--- src/rtl/scl_tgen_pkg.sv ---
package scl_tgen_pkg;

    localparam int WORD_W  = 32;
    localparam int FIELD_W = 8;
    localparam int FLT_W   = 3;

    typedef enum logic [1:0] {
        CMD_START   = 2'd0,
        CMD_BIT     = 2'd1,
        CMD_STOP    = 2'd2,
        CMD_RESTART = 2'd3
    } cmd_e;

    typedef enum logic [3:0] {
        PH_IDLE,
        PH_LO_PAD,
        PH_LO_TK,
        PH_HI_PAD,
        PH_HI_TK,
        PH_START_SU,
        PH_START_HD,
        PH_STOP_SU,
        PH_RELEASE
    } phase_e;

    typedef struct packed {
        logic [FIELD_W-1:0] div;
        logic [FIELD_W-1:0] scl_lo;
        logic [FIELD_W-1:0] scl_hi;
        logic [FIELD_W-1:0] start_su;
        logic [FIELD_W-1:0] start_hd;
        logic [FIELD_W-1:0] stop_su;
        logic [FIELD_W-1:0] release_t;
        logic [FIELD_W-1:0] dat_su;
    } bank_t;

    function automatic bank_t unpack_bank(input logic [WORD_W-1:0] w1,
                                          input logic [WORD_W-1:0] w2,
                                          input logic [WORD_W-1:0] w3);
        bank_t b;
        b.start_su  = w1[31:24];
        b.start_hd  = w1[23:16];
        b.stop_su   = w1[15:8];
        b.dat_su    = w2[31:24];
        b.scl_lo    = w2[15:8];
        b.scl_hi    = w2[7:0];
        b.div       = w3[23:16];
        b.release_t = w3[7:0];
        return b;
    endfunction

    // Tick index inside the low phase where SDA may change.
    function automatic logic [FIELD_W-1:0] change_index(input logic [FIELD_W-1:0] lo,
                                                        input logic [FIELD_W-1:0] su_d,
                                                        input logic [FIELD_W-1:0] hold);
        logic [FIELD_W-1:0] lim;
        lim = (su_d > lo) ? '0 : lo - su_d;
        return (hold < lim) ? hold : lim;
    endfunction

endpackage

--- src/rtl/scl_tick_gen.sv ---
module scl_tick_gen
    import scl_tgen_pkg::*;
#(
    parameter int DIV_W = FIELD_W
) (
    input  logic             clk,
    input  logic             rst,
    input  logic             run,
    input  logic [DIV_W-1:0] div,
    output logic             tick
);

    logic [DIV_W-1:0] cnt;

    assign tick = run && (cnt == div);

    always_ff @(posedge clk) begin
        if (rst || !run || tick) begin
            cnt <= '0;
        end else begin
            cnt <= cnt + 1'b1;
        end
    end

    AST_TICK_SPACING: assert property (@(posedge clk) disable iff (rst)
        (run && tick && div != '0) |=> !tick);

endmodule

--- src/rtl/scl_bank_sel.sv ---
module scl_bank_sel
    import scl_tgen_pkg::*;
(
    input  logic  clk,
    input  logic  rst,
    input  logic  hs_en,
    input  logic  accept,
    input  cmd_e  cmd,
    input  logic  stop_done,
    input  bank_t fs_bank,
    input  bank_t hs_bank,
    output bank_t sel_bank,
    output logic  use_hs
);

    logic hs_active;

    assign use_hs   = hs_en && (hs_active || cmd == CMD_RESTART);
    assign sel_bank = use_hs ? hs_bank : fs_bank;

    always_ff @(posedge clk) begin
        if (rst || stop_done) begin
            hs_active <= 1'b0;
        end else if (accept && cmd == CMD_RESTART && hs_en) begin
            hs_active <= 1'b1;
        end
    end

    AST_START_ON_FAST: assert property (@(posedge clk) disable iff (rst)
        (stop_done) |=> !hs_active);

endmodule

--- src/rtl/scl_phase_seq.sv ---
module scl_phase_seq
    import scl_tgen_pkg::*;
#(
    parameter int PAD_BASE = 4,
    localparam int PAD_W   = $clog2(PAD_BASE + (1 << FLT_W) + 1)
) (
    input  logic               clk,
    input  logic               rst,
    input  logic               cmd_valid,
    input  cmd_e               cmd,
    input  bank_t              sel_bank,
    input  logic [FIELD_W-1:0] hold,
    input  logic [FLT_W-1:0]   filt,
    input  logic               tick,
    output logic               cmd_ready,
    output logic               accept,
    output logic               run,
    output logic [FIELD_W-1:0] div_q,
    output logic               scl_low,
    output logic               ev_sda_change,
    output logic               ev_sda_low,
    output logic               ev_sda_high,
    output logic               ev_done
);

    phase_e             ph;
    cmd_e               cmd_q;
    bank_t              bk_q;
    logic [FIELD_W-1:0] chg_q;
    logic [PAD_W-1:0]   pad_last_q;
    logic [PAD_W-1:0]   pad;
    logic [FIELD_W-1:0] tk;
    logic [FIELD_W-1:0] cur_lim;
    logic               tk_end;
    logic               pad_end;
    logic               pad_ph;

    assign cmd_ready = (ph == PH_IDLE);
    assign accept    = cmd_valid && cmd_ready;
    assign div_q     = bk_q.div;
    assign scl_low   = (ph == PH_LO_PAD) || (ph == PH_LO_TK);
    assign pad_ph    = (ph == PH_LO_PAD) || (ph == PH_HI_PAD);
    assign run       = !pad_ph && (ph != PH_IDLE);

    always_comb begin
        unique case (ph)
            PH_LO_TK:    cur_lim = bk_q.scl_lo;
            PH_HI_TK:    cur_lim = bk_q.scl_hi;
            PH_START_SU: cur_lim = bk_q.start_su;
            PH_START_HD: cur_lim = bk_q.start_hd;
            PH_STOP_SU:  cur_lim = bk_q.stop_su;
            PH_RELEASE:  cur_lim = bk_q.release_t;
            default:     cur_lim = '0;
        endcase
    end

    assign tk_end  = run && tick && (tk == cur_lim);
    assign pad_end = pad_ph && (pad == pad_last_q);

    assign ev_sda_change = (ph == PH_LO_TK) && tick && (tk == chg_q);
    assign ev_sda_low    = (ph == PH_START_SU) && tk_end;
    assign ev_sda_high   = (ph == PH_STOP_SU) && tk_end;
    assign ev_done       = tk_end && ((ph == PH_HI_TK) || (ph == PH_START_HD)
                                      || (ph == PH_STOP_SU));

    // Command capture
    always_ff @(posedge clk) begin
        if (rst) begin
            cmd_q      <= CMD_START;
            bk_q       <= '0;
            chg_q      <= '0;
            pad_last_q <= '0;
        end else if (accept) begin
            cmd_q      <= cmd;
            bk_q       <= sel_bank;
            chg_q      <= change_index(sel_bank.scl_lo, sel_bank.dat_su, hold);
            pad_last_q <= PAD_W'(PAD_BASE) + PAD_W'(filt) - 1'b1;
        end
    end

    // Interval counters
    always_ff @(posedge clk) begin
        if (rst || pad_end || !pad_ph) begin
            pad <= '0;
        end else begin
            pad <= pad + 1'b1;
        end
    end

    always_ff @(posedge clk) begin
        if (rst || tk_end || !run) begin
            tk <= '0;
        end else if (tick) begin
            tk <= tk + 1'b1;
        end
    end

    // Phase sequencing
    always_ff @(posedge clk) begin
        if (rst) begin
            ph <= PH_IDLE;
        end else begin
            unique case (ph)
                PH_IDLE:     if (accept) ph <= (cmd == CMD_START) ? PH_START_SU : PH_LO_PAD;
                PH_LO_PAD:   if (pad_end) ph <= PH_LO_TK;
                PH_LO_TK: begin
                    if (tk_end) begin
                        unique case (cmd_q)
                            CMD_BIT:  ph <= PH_HI_PAD;
                            CMD_STOP: ph <= PH_STOP_SU;
                            default:  ph <= PH_RELEASE;
                        endcase
                    end
                end
                PH_HI_PAD:   if (pad_end) ph <= PH_HI_TK;
                PH_HI_TK:    if (tk_end) ph <= PH_IDLE;
                PH_START_SU: if (tk_end) ph <= PH_START_HD;
                PH_START_HD: if (tk_end) ph <= PH_IDLE;
                PH_STOP_SU:  if (tk_end) ph <= PH_IDLE;
                PH_RELEASE:  if (tk_end) ph <= PH_START_SU;
                default:     ph <= PH_IDLE;
            endcase
        end
    end

    AST_DONE_THEN_READY: assert property (@(posedge clk) disable iff (rst)
        ev_done |=> cmd_ready);
    AST_BUSY_AFTER_ACCEPT: assert property (@(posedge clk) disable iff (rst)
        accept |=> !cmd_ready);
    AST_STOP_WITH_DONE: assert property (@(posedge clk) disable iff (rst)
        ev_sda_high |-> ev_done);
    AST_ONE_SDA_STROBE: assert property (@(posedge clk) disable iff (rst)
        $onehot0({ev_sda_change, ev_sda_low, ev_sda_high}));
    AST_CHANGE_WHILE_LOW: assert property (@(posedge clk) disable iff (rst)
        ev_sda_change |=> scl_low || $past(tk_end));

endmodule

--- src/rtl/scl_timing_gen.sv ---
module scl_timing_gen
    import scl_tgen_pkg::*;
#(
    parameter int PAD_BASE = 4
) (
    input  logic              clk,
    input  logic              rst,
    input  logic              soft_rst,
    input  logic [WORD_W-1:0] cfg_word,
    input  logic [WORD_W-1:0] fs_word1,
    input  logic [WORD_W-1:0] fs_word2,
    input  logic [WORD_W-1:0] fs_word3,
    input  logic [WORD_W-1:0] hs_word1,
    input  logic [WORD_W-1:0] hs_word2,
    input  logic [WORD_W-1:0] hs_word3,
    input  logic [WORD_W-1:0] hold_word,
    input  logic              cmd_valid,
    input  logic [1:0]        cmd_code,
    output logic              cmd_ready,
    output logic              scl_low,
    output logic              ev_sda_change,
    output logic              ev_sda_low,
    output logic              ev_sda_high,
    output logic              ev_done
);

    logic               rst_all;
    bank_t              fs_bank;
    bank_t              hs_bank;
    bank_t              sel_bank;
    logic               use_hs;
    logic               accept;
    logic               run;
    logic               tick;
    logic [FIELD_W-1:0] div_q;
    cmd_e               cmd;

    assign rst_all = rst || soft_rst;
    assign cmd     = cmd_e'(cmd_code);
    assign fs_bank = unpack_bank(fs_word1, fs_word2, fs_word3);
    assign hs_bank = unpack_bank(hs_word1, hs_word2, hs_word3);

    scl_bank_sel u_bank (
        .clk       (clk),
        .rst       (rst_all),
        .hs_en     (cfg_word[29]),
        .accept    (accept),
        .cmd       (cmd),
        .stop_done (ev_sda_high),
        .fs_bank   (fs_bank),
        .hs_bank   (hs_bank),
        .sel_bank  (sel_bank),
        .use_hs    (use_hs)
    );

    scl_tick_gen #(.DIV_W(FIELD_W)) u_tick (
        .clk  (clk),
        .rst  (rst_all),
        .run  (run),
        .div  (div_q),
        .tick (tick)
    );

    scl_phase_seq #(.PAD_BASE(PAD_BASE)) u_seq (
        .clk           (clk),
        .rst           (rst_all),
        .cmd_valid     (cmd_valid),
        .cmd           (cmd),
        .sel_bank      (sel_bank),
        .hold          (hold_word[FIELD_W-1:0]),
        .filt          (cfg_word[18:16]),
        .tick          (tick),
        .cmd_ready     (cmd_ready),
        .accept        (accept),
        .run           (run),
        .div_q         (div_q),
        .scl_low       (scl_low),
        .ev_sda_change (ev_sda_change),
        .ev_sda_low    (ev_sda_low),
        .ev_sda_high   (ev_sda_high),
        .ev_done       (ev_done)
    );

    AST_SOFT_RESET_IDLE: assert property (@(posedge clk) disable iff (rst)
        soft_rst |=> (cmd_ready && !scl_low && !ev_done));
    AST_FAST_WHEN_OFF: assert property (@(posedge clk) disable iff (rst_all)
        (accept && !cfg_word[29]) |-> !use_hs);

endmodule

--- config.mk ---
export PLATFORM = sky130hd
export DESIGN_NAME = scl_timing_gen
export DESIGN_NICKNAME = d
export VERILOG_FILES = /design/src/rtl/scl_tgen_pkg.sv /design/src/rtl/scl_tick_gen.sv /design/src/rtl/scl_bank_sel.sv /design/src/rtl/scl_phase_seq.sv /design/src/rtl/scl_timing_gen.sv
export SDC_FILE = /design/constraint.sdc
export NUM_CORES = 1
export LEC_CHECK = 0
export BUFFER_PORTS_ARGS = -buffer_cell sky130_fd_sc_hd__clkbuf_2
export CAP_MARGIN = 10
export CORE_ASPECT_RATIO = 1.4
export CORE_UTILIZATION = 43
export DETAILED_ROUTE_END_ITERATION = 10
export PLACE_DENSITY = 0.78
export SYNTH_ARGS = -nofsm -noshare
export SYNTH_HDL_FRONTEND = slang
export SYNTH_SLANG_ARGS = --single-unit
--- constraint.sdc ---
create_clock -name clk -period 7.1 [get_ports clk]
set_input_delay 2.13 -clock clk [delete_from_list [all_inputs] [get_ports clk]]
set_output_delay 2.13 -clock clk [all_outputs]
set_load 0.02 [all_outputs]
# Word level (Yosys, flattened, before mapping)
# Index checks and enable logic that the tools add are counted.
# Widths: inputs -> output; s select.
# classes
addsub	6
magnitude_cmp	2
eq_ne	22
muxes	14
n_reduce_logical	34
# op_table
cell	n
$mux 64	1
$pmux 8 s6	1
$mux 4	7
$pmux 4 s7	1
$eq 8x8->1	3
$add 8x1->8 const B	2
$eq 4x3->1 const B	4
$mux 8	2
$logic_and 1x1->1	14
$logic_or 1x1->1	13
$ne 2x1->1 const B	6
$eq 4x2->1 const B	2
$gt 8x8->1	1
$lt 8x8->1	1
$pmux 4 s2	1
$sub 8x8->8	1
$reduce_and 7->1	1
$add 3x3->4 const A	1
$add 4x1->4 const B	1
$eq 2x2->1 const B	2
$eq 4x1->1 const B	1
$eq 4x4->1	1
$eq 4x4->1 const B	1
$logic_not 4->1	1
8 further kinds	9
# word_totals
ff_bits	95

# Depth between registers and ports, before layout
# depth
ltp_word	9
depth_mapped	21
mapped_depth_nobuf	17

# Cells and area by module
# Synthesis repeated with hierarchy kept, for this count alone.
# unflattened
cells_unflattened	754
hier_area_um2	6398.6
# by_module_without_submodules
module	instances	cells_per_inst	area_per_inst_um2
scl_phase_seq	1	628	4825.9
scl_bank_sel	1	77	1092.3
scl_tick_gen	1	48	474.2
scl_timing_gen	1	1	6.3

# Worst setup path after synthesis
# OpenSTA, ideal clock, no wires.
# synth_path
path_kind	input port to flip-flop
startpoint	input cmd_code[1]
endpoint	register u_seq.chg_q[2]
setup_ps	70
t_arrival_ps	6687
required_time_ps	7030
path_slack_ps	343
stages	19
path_buffers	3
cell_sequence	and2_1 -> o21ai_0 -> buf_2 -> buf_2 -> buf_1 -> mux2_2 -> ha_1 -> inv_1 -> fa_1 -> a21oi_1 -> o2111ai_1 -> nand2_1 -> or4_1 -> ha_1 -> a21o_1 -> a21o_1 -> a211oi_1 -> mux2_2 -> a21oi_1
# synth_between
elab_chain_cells	8
elab_cells_between_ends	9
# synth_lines
item	line	source
start: declaration	scl_timing_gen.sv:18	input logic [1:0] cmd_code,
$eq 2x2->1 (*)	scl_bank_sel.sv:18	assign use_hs = hs_en && (hs_active || cmd == CMD_RESTART);
$logic_or 1x1->1 (*)	scl_bank_sel.sv:18	
$logic_and 1x1->1 (*)	scl_bank_sel.sv:18	
$mux 64 (*)	scl_bank_sel.sv:19	assign sel_bank = use_hs ? hs_bank : fs_bank;
$sub 8x8->8 / $gt 8x8->1 (equally long branches)	scl_tgen_pkg.sv:57	lim = (su_d > lo) ? '0 : lo - su_d;
$mux 8 (*)	scl_tgen_pkg.sv:57	
$lt 8x8->1	scl_tgen_pkg.sv:58	return (hold < lim) ? hold : lim;
$mux 8 (*)	scl_tgen_pkg.sv:58	
end signal: assignment	scl_phase_seq.sv:76	chg_q <= change_index(sel_bank.scl_lo, sel_bank.dat_su, hold);
end: declaration	scl_phase_seq.sv:29	logic [FIELD_W-1:0] chg_q;
# Mark *: on every way between the ends. The rest lies on a longest branch, timed or not.
# A chain may end at the register's enable or synchronous reset.

# Worst setup path after layout
# Same ends and word-level chain as after synthesis.

==> results.md <==
* Nets at 1087
* Largest family of logic cells by synthesized area: simple AND/OR/NAND/NOR gates
* First-pass GRT wire length at 24.1 mm
* Routed wl met3 at around 1.1 mm
* Final GP Congestion at 0.913
* CTS H-tree depth at 3
* Post-CTS Setup Inserts at 0
* Fin. max-slew vios at 0
* Ys Warns at 0
* Final hold viol count at 0
* Initial core utilization at about 45%
* Ant diodes at 0
* Post-synthesis mux area share at between 10 and 15%
* Max layer used: met4
* Worst endpoint required time at roughly 7.4 ns
* M1 WL at 6.65 mm
* Largest net degree at the start of global routing at 91
* Min cycle time layout at 6.29 ns
* Synth top area cells: dfxtp_1 (33%), mux2i_1 (10%), a211oi_1 (7.4%)
* Final Util at 53.2%
* Initial antenna violation count at 0
* Synth Area in Adders at 4.69%
* Leak at 0.00317 uW
* Buffers on Ports at between 150 and 200
* Final WL at 15.2 mm
* Syn Area/Cell at 8.47 um^2
* First drt pass iteration count at 5
* Area Overhead vs Synth at 19.4%
* Post-Synth Simple-Gate Area at 19.5%
* Setup CP Type: in2reg
* Ratio of cells with drive above 1 in the final layout at 25.9%
* Antenna Nets Post-Route at 0
* CP top delay family: compound AO/OA/AOI/OAI gates
* CTS root buf: clkbuf_16
* Post-synthesis register bit count at 95
* CP Capture Type: flip-flop
* Vias per cell at 5.39
* Slew @ Worst Pin at 0.924 ns
* Slowest-stage cell, CP: or4_1
* Post-synthesis instance total at 680
* CTS Buf Count at 9
* CP Buf/Inv Count at 2
* Ys async rst share at 0%
* Crit path max fanout at 17
* # setup viols final at 0
* Die Wd at 99.8 um
* Primary FF master, synth: dfxtp_1
* Clock Path Buffers at 2
* Number of global-route vias before repair at 5124
* Max Freq at 159 MHz
* Syn Nets at 963
* Per-cell routed wire length at 15.4 um
* RSZ-0062 raised after global routing: no
* Maxcap violations at 0
* CTS hold repair buffers at 0
* Hold Path Class: reg2reg
* Worst path max stage delay at 0.63 ns
* CTS tree: done
* Die Y at about 140 um
* Area fraction of the dominant cell type after synthesis at 33.0%
* PwrDens at ~190 nW/um^2
* EDFF count, synth at 0
* Clk_lat worst skew at roughly 0.35 ns
* Slew HR at a little under two fifths
* Outcome: completed
* Startpoint types: input pin
* Sequential fraction of the synthesis area at between 30% and 40%
* Final clock skew at 0.00902 ns
* VDD IR max at 0.0869 mV
* Synth Area in Compound Gates at around 18%
* Total die area at 13900 um^2
* Routed wl met2 at 7.17 mm
* Std cell rows at 49
* Commonest non-fill, non-tap cell in the layout: clkbuf_2
* Ports at 268
* 1st-iter DRT viols at 280
* Post-Syn Area at 5760 um^2
* Worst path arrival time at approximately 6.6 ns
* Worst-path clk slew at roughly 0.060 ns
* DP HPWL at 11.8 mm
* Core Area at 12900 um^2
* CP Cell Sequence: clkbuf_2 > and2_1 > o21ai_4 > mux2_2 > ha_1 > inv_1 > fa_1 > a21oi_1 > o2111ai_1 > nand2_1 > or4_1 > ha_1 > a21o_1 > a21o_1 > a211oi_1 > mux2_2 > a21oi_1
* Tcrit/Tclk final at 88.5%
* Vias at 5308
* Grt ovf at 0
* Yosys top cell by area: dfxtp_1
* Unique masters post-synth at 61
* TritonCTS Sinks at 95
* Most frequent cells in the layout: clkbuf_2 (151), nor2_1 (104), dfxtp_1 (95)
* Post-CTS sizing at 0
* XOR/XNOR Fraction of Synth Area at 6.99%
* DRC Markers at 0
* Setup TNS at 0 ns
* Total GRT Usage at 22.2%
==> flip-flops by register name, summed over array words and instances (netlist names) <==
name	count
u_seq.chg_q	8
u_tick.cnt	8
u_seq.tk	8
u_seq.pad_last_q	4
u_seq.div_q	8
u_seq.cmd_q	2
u_seq.ph	4
u_seq.pad	4
u_bank.hs_active	1
u_seq.bk_q	48
==> cell type report <==
| class | count | area [um^2] |
|---|---|---|
| Clock buffer | 10 | 239 |
| Sequential cell | 95 | 1900 |
| Multi-Input combinational cell | 524 | 3610 |
| Timing Repair Buffer | 160 | 823 |
| Inverter | 14 | 52.6 |
| Tap cell | 178 | 223 |
| Clock inverter | 4 | 23.8 |
| Fill cell | 1243 | 6060 |
==> layer usage <==
metal	vias to the layer above	track usage [%]
met5	-	0
met4	0	8.82
met3	26	4.84
met2	201	37.2
met1	2382	27.3
li1	2699	-
==> where the power goes <==
group          switching (uW)  internal [uW]  total, uW  leakage, uW
clock network             200            242        441     0.000134
registers                16.7            555        571     0.000774
logic                     147            122        269      0.00226
==> synthesized netlist by cell type, types with 2 or more instances <==
cell         n
nor4bb_1     2
nor3_1      20
nand2b_1     4
buf_1        4
a211oi_1    57
or2_1        2
or2_2       11
o31ai_1      2
a21oi_1     38
and2_1       2
xor2_1      23
nand3_1     17
a22oi_1      3
nand2_1     29
o2111ai_1    3
mux2i_1     59
nor4_1       7
nor2b_1      3
nor3b_1      7
inv_1       14
clkbuf_1    24
dfxtp_1     95
o21a_1       4
nor2_1     104
nand3b_1     2
xnor2_1     23
or3_1        3
buf_2       18
nand4_1      6
o21ai_0     20
and3_1       5
o211ai_1     3
mux2_2      16
ha_1        20
a21o_1       3
a32o_1       2
==> logic make-up after synthesis <==
group | Yosys count
simple gates | 232
compound gates | 149
flops | 95
mux | 76
buf+inv | 61
xor+xnor | 46
fa+ha+maj | 21
==> metrics by stage <==
step / std cells / area, um^2 / setup WS [ns] / hold slack [ns] / power, uW
after floorplan: 680 / 5760 / 0.343 / 0.436 / 761
after global placement: 971 / 6620 / 0.549 / 0.444 / 845
after detailed placement: 971 / 6620 / 0.469 / 0.451 / 851
after CTS: 985 / 6880 / 0.845 / 0.458 / 1290
after global routing: 985 / 6880 / 0.495 / 0.478 / 1340
final: 985 / 6880 / 0.814 / 0.454 / 1280
==> path summary, 6_finish.rpt <==
kind,startpoint,end,slack [ns],depth (start not counted)
worst max register to register,u_bank.hs_active,u_seq.chg_q[2],2.55,15
worst min register to register,u_seq.cmd_q[0],u_seq.cmd_q[0],0.45,2
worst max-delay path,cmd_code[1],u_seq.chg_q[2],0.81,17
worst min-delay path,u_seq.cmd_q[0],u_seq.cmd_q[0],0.45,2
==> worst reg2reg max path, stage by stage (launching register included) <==
cell       delay, ns
dfxtp_1         0.34
o21ai_4         0.51
mux2_2          0.42
ha_1            0.22
inv_1           0.08
fa_1            0.20
a21oi_1         0.12
o2111ai_1       0.30
nand2_1         0.20
or4_1           0.63
ha_1            0.32
a21o_1          0.16
a21o_1          0.17
a211oi_1        0.31
mux2_2          0.39
a21oi_1         0.13
Power figures use the tool's default switching activity.
